[config.mk]
export PLATFORM = sky130hd
export DESIGN_NAME = sdc_clk_div
export DESIGN_NICKNAME = d
export VERILOG_FILES = /design/src/rtl/sdc_div_pkg.sv /design/src/rtl/sdc_ratio_check.sv /design/src/rtl/sdc_phase_gen.sv /design/src/rtl/sdc_clk_div.sv
export SDC_FILE = /design/constraint.sdc
export NUM_CORES = 1
export LEC_CHECK = 0
export BUFFER_PORTS_ARGS = -buffer_cell sky130_fd_sc_hd__buf_2
export CORE_ASPECT_RATIO = 0.75
export CORE_MARGIN = 5
export CORE_UTILIZATION = 35
export CTS_CLUSTER_SIZE = 20
export DETAILED_ROUTE_END_ITERATION = 6
export GPL_TIMING_DRIVEN = 0
export REMOVE_ABC_BUFFERS = 1
export SLEW_MARGIN = 20
export SYNTH_ARGS = -nofsm -noshare
export SYNTH_HDL_FRONTEND = slang
export SYNTH_SLANG_ARGS = --single-unit
[constraint.sdc]
create_clock -name clk_i -period 1.8 [get_ports clk_i]
set_input_delay 0.18 -clock clk_i [delete_from_list [all_inputs] [get_ports clk_i]]
set_output_delay 0.18 -clock clk_i [all_outputs]
set_load 0.03 [all_outputs]
[src/rtl/sdc_div_pkg.sv]
package sdc_div_pkg;
  localparam int unsigned DEF_N_W = 5;

  typedef enum logic [1:0] {
    WR_OK    = 2'd0,
    WR_ODD   = 2'd1,
    WR_RANGE = 2'd2
  } wr_chk_e;
endpackage

[src/rtl/sdc_ratio_check.sv]
module sdc_ratio_check
  import sdc_div_pkg::*;
#(
  parameter int unsigned N_W   = DEF_N_W,
  parameter int unsigned REQ_W = N_W + 2
) (
  input  logic [REQ_W-1:0] wr_ratio_i,
  input  logic [REQ_W-1:0] req_ratio_i,
  output wr_chk_e          chk_o,
  output logic [N_W-1:0]   n_new_o,
  output logic [REQ_W:0]   rnd_ratio_o
);
  localparam logic [REQ_W-1:0] MAX_RATIO = REQ_W'(2 ** (N_W + 1));

  always_comb begin
    if (wr_ratio_i == '0 || wr_ratio_i > MAX_RATIO) chk_o = WR_RANGE;
    else if (wr_ratio_i[0])                         chk_o = WR_ODD;
    else                                            chk_o = WR_OK;
  end

  // ratio 64 halves to 0 in N_W bits; minus one wraps to the top code
  assign n_new_o     = N_W'(wr_ratio_i[N_W:1] - 1'b1);
  assign rnd_ratio_o = {1'b0, req_ratio_i} + (REQ_W + 1)'(req_ratio_i[0]);
endmodule

[src/rtl/sdc_phase_gen.sv]
module sdc_phase_gen #(
  parameter int unsigned N_W = 5
) (
  input  logic           clk_i,
  input  logic           rst_ni,
  input  logic [N_W-1:0] pend_n_i,
  output logic           clk_o
);
  logic [N_W-1:0] cnt_q, act_q;
  logic           div_q;

  always_ff @(posedge clk_i or negedge rst_ni) begin
    if (!rst_ni) begin
      cnt_q <= '0;
      act_q <= '0;
      div_q <= 1'b0;
    end else if (cnt_q == act_q) begin
      cnt_q <= '0;
      div_q <= ~div_q;
      act_q <= pend_n_i;
    end else begin
      cnt_q <= cnt_q + 1'b1;
    end
  end

  assign clk_o = div_q;

  a_r2_cnt_bound: assert property (@(posedge clk_i) disable iff (!rst_ni)
    cnt_q <= act_q);
  a_r2_hold_mid_phase: assert property (@(posedge clk_i) disable iff (!rst_ni)
    (cnt_q != '0) |-> $stable(div_q));
  a_r7_load_at_toggle: assert property (@(posedge clk_i) disable iff (!rst_ni)
    !$stable(act_q) |-> (cnt_q == '0));
endmodule

[src/rtl/sdc_clk_div.sv]
module sdc_clk_div
  import sdc_div_pkg::*;
#(
  parameter int unsigned N_W   = DEF_N_W,
  parameter int unsigned REQ_W = N_W + 2
) (
  input  logic             clk_i,
  input  logic             rst_ni,
  input  logic             wr_en_i,
  input  logic [REQ_W-1:0] wr_ratio_i,
  input  logic [REQ_W-1:0] req_ratio_i,
  output logic [REQ_W:0]   rnd_ratio_o,
  output logic [N_W-1:0]   cfg_n_o,
  output logic             clk_o,
  output logic             err_o
);
  wr_chk_e        chk;
  logic [N_W-1:0] n_new;
  logic [N_W-1:0] pend_q;
  logic           err_q;

  sdc_ratio_check #(.N_W(N_W), .REQ_W(REQ_W)) u_chk (
    .wr_ratio_i (wr_ratio_i),
    .req_ratio_i(req_ratio_i),
    .chk_o      (chk),
    .n_new_o    (n_new),
    .rnd_ratio_o(rnd_ratio_o)
  );

  always_ff @(posedge clk_i or negedge rst_ni) begin
    if (!rst_ni) begin
      pend_q <= '0;
      err_q  <= 1'b0;
    end else if (wr_en_i) begin
      if (chk == WR_OK) begin
        pend_q <= n_new;
        err_q  <= 1'b0;
      end else begin
        err_q  <= 1'b1;
      end
    end
  end

  sdc_phase_gen #(.N_W(N_W)) u_gen (
    .clk_i   (clk_i),
    .rst_ni  (rst_ni),
    .pend_n_i(pend_q),
    .clk_o   (clk_o)
  );

  assign cfg_n_o = pend_q;
  assign err_o   = err_q;

  a_r4_r5_reject_keeps: assert property (@(posedge clk_i) disable iff (!rst_ni)
    (wr_en_i && chk != WR_OK) |=> $stable(pend_q));
  a_r6_err_sets: assert property (@(posedge clk_i) disable iff (!rst_ni)
    (wr_en_i && chk != WR_OK) |=> err_q);
  a_r6_err_clears: assert property (@(posedge clk_i) disable iff (!rst_ni)
    (wr_en_i && chk == WR_OK) |=> !err_q);
  a_r6_err_sticky: assert property (@(posedge clk_i) disable iff (!rst_ni)
    (err_q && !wr_en_i) |=> err_q);
  a_r8_round_even: assert property (@(posedge clk_i) disable iff (!rst_ni)
    !rnd_ratio_o[0] && rnd_ratio_o >= {1'b0, req_ratio_i});
endmodule

==> impl_metrics.py <==
metrics = {
    "placed_design": {
        "dpl_cell_area_um2": 1100,
        "dp.cells": 148,
        "place_congestion": 0.791,
        "dp.final_hpwl_um": 1410,
        "port_buffers": 30,
        "pre_cts_ws_ps": -85.7,
    },
    "power_and_ir_drop": {
        "leakage_nw": 0.556,
        "total_power_mw": 1.53,
        "power.density_nw_per_um2": 1320,
        "peakVddDrop_mv": 0.571,
    },
    "min_path": {
        "hold_class": "input pin to flip-flop",
        "whs_endpoint": "err_o",
        "min_path_cells": 3,
        "hp-start": "wr_en_i",
    },
    "setup_path": {
        "worstRegToRegCells": 4,
        "path_class": "flip-flop to flip-flop",
        "critPathSlowestCell": "dfrtp_1",
        "crit_chain": "xnor2_1 > nand4_1 > nor2_4 > mux2_2",
        "cp.required_ps": 1980,
        "arrival_ps": 1810,
        "rrSetupSlack_ps": 160,
        "critPathLaunchType": "flip-flop",
        "cpPeakStageDelay_ps": 450,
        "crit_path_end_kind": "flip-flop",
        "path_max_fanout": 6,
        "r2r-end": "u_gen.act_q[2]",
        "r2r_start": "u_gen.cnt_q[2]",
    },
    "die": {
        "die_area_um2": 3780,
        "die_x_um": 69.3,
        "io_pins": 32,
        "start_util_pct": 36.0,
        "fp.dieH_um": 54.5,
        "rows": 16,
        "core_um2": 2560,
    },
    "sta": {
        "fmax_ghz": 0.611,
        "holdWs_ps": 122,
        "hold_viol": 0,
        "drv_slew": 0,
        "timing.final.ws_setup_ps": 163,
        "setup_tns_ps": 0,
        "min_period_ps": 1640,
        "fin_crit_sh_pct": 91.0,
        "final-setup-viol-count": 0,
        "clock_skew_ps": 7.94,
    },
    "cts": {
        "root_buffer": "clkbuf_4",
        "cts_buffers": 3,
        "clock_latency_ps": 290,
        "clk_pin_slew_ps": 90,
        "cts_htree_levels": 1,
        "clock_sinks": 17,
        "clockBufferDepth": 2,
        "cts_tree": "done",
    },
    "detailed_routing": {
        "vias_per_cell": 4.66,
        "drtIter0Drc": 1,
        "wl_um": 1770,
        "post-route-drc-count": 0,
        "drt_first_pass_iters": 4,
        "vias": 723,
        "detail-route-antenna-nets": 0,
        "wl_per_cell_um": 11.4,
    },
    "synth": {
        "yosysSeqAreaShare_pct": 46.1,
        "synth-seq-cells": 17,
        "netlist_instances": 84,
        "netlist.area_leader.share_pct": 46.1,
        "synth_warnings": 0,
        "ys_types": 26,
        "yosys.area.top_type": "dfrtp_1",
        "synthTopCellsByArea": "dfrtp_1, xnor2_1, xor2_1",
        "avgSynthCellArea_um2": 11.0,
        "syn_area_um2": 923,
    },
    "global_routing": {
        "grt_pass1_wl_um": 2990,
        "antenna_found_initial": 0,
        "grt_pass1_vias": 714,
        "overflow": 0,
        "groute.usage.overall_pct": 10.2,
        "grt_max_degree": 18,
    },
    "layout": {
        "most-common-layout-cells": "buf_2, dfrtp_1, xnor2_1, xor2_1, nor2_1",
        "stdcell_count": 155,
        "final_area_um2": 1160,
        "final_common_cell": "buf_2",
        "nets": 140,
        "num_antenna_cells": 0,
        "syn2layout_area_growth_pct": 25.2,
        "layout-drive-gt1-share_pct": 37.8,
        "final_util_pct": 45.1,
    },
    "flow_run": {
        "cap_violations": 0,
    },
    "run_status": {
        "outcome": "finished clean",
    },
}
-- worst max-delay path, delay by kind of cell (launching register included) --
kind | cells | cell delay, ps
xor+xnor | 1 | 170
flops | 1 | 450
mux | 1 | 350
simple gates | 2 | 560
-- flip-flops by register name, indices dropped and copies added, names as in the netlist --
register,cells
u_gen.cnt_q,5
cfg_n_o,5
u_gen.clk_o,1
u_gen.act_q,5
err_o,1
-- repair_timing --
item / 4_1_cts / 5_1_grt
setup buffers: 0 / 1
setup endpoints to repair: 0 / 4
hold buffers: 1 / 0
resized for setup: 0 / 1
endpoints found under the hold margin: 17 / 0
-- Yosys cell counts (all sizes together) --
cell    instances
dfrtp          17
nor2            9
xnor2           8
xor2            8
inv             6
mux2            6
nand3           5
ha              3
mux2i           3
o21ai           3
and3            2
buf             2
nand2           2
nor3            2
a21boi          1
and4bb          1
conb            1
nand4           1
nor2b           1
o211ai          1
o31ai           1
or4             1
-- cell type report --
cell class | instances | area, um^2
fillers | 265 | 1410
multi-input cells | 60 | 468
inverters | 6 | 22.5
well taps | 36 | 45.0
flip-flops and latches | 17 | 425
clock inverters | 1 | 5.00
clock buffers | 3 | 22.5
repair buffers | 32 | 168
-- where the power goes --
part	switching, mW	leakage [nW]	internal [mW]
clock	0.119	0.0177	0.0826
sequential	0.133	0.200	0.534
combinational	0.357	0.339	0.300
total	0.610	0.556	0.916
-- worst max-delay path by stage --
stage	start	endpoint	slack (ps)	cells after the start
6_report	u_gen.cnt_q[2]	u_gen.act_q[2]	160	4
5_1_grt	u_gen.cnt_q[2]	u_gen.act_q[0]	-1	4
4_1_cts	u_gen.cnt_q[2]	u_gen.act_q[0]	10	4
3_5_place_dp	wr_ratio_i[1]	cfg_n_o[0]	-90	5
3_3_place_gp	wr_ratio_i[1]	cfg_n_o[0]	-40	5
2_1_floorplan	wr_ratio_i[1]	cfg_n_o[0]	160	4
-- per-layer routing --
| layer | GRT usage (%) | up-vias | share of wire, % |
|---|---|---|---|
| li1 | - | 358 | - |
| met1 | 11.3 | 332 | 44 |
| met2 | 17.6 | 31 | 45 |
| met3 | 4.04 | 2 | 9.9 |
| met4 | 4.87 | 0 | 0.96 |
| met5 | 0 | - | 0 |
-- kinds of logic (layout without fill, tap and decap cells) --
| logic type | after synthesis | in the layout | synth area share [%] |
|---|---|---|---|
| simple gates | 24 | 25 | 14.4 |
| flops | 17 | 17 | 46.1 |
| xor+xnor | 16 | 16 | 15.2 |
| mux | 9 | 9 | 11.4 |
| buf+inv | 8 | 42 | 4.47 |
| compound gates | 6 | 6 | 4.07 |
| fa+ha+maj | 3 | 3 | 4.07 |
| other cells | 1 | 1 | 0.406 |
Power figures use the tool's default switching activity.
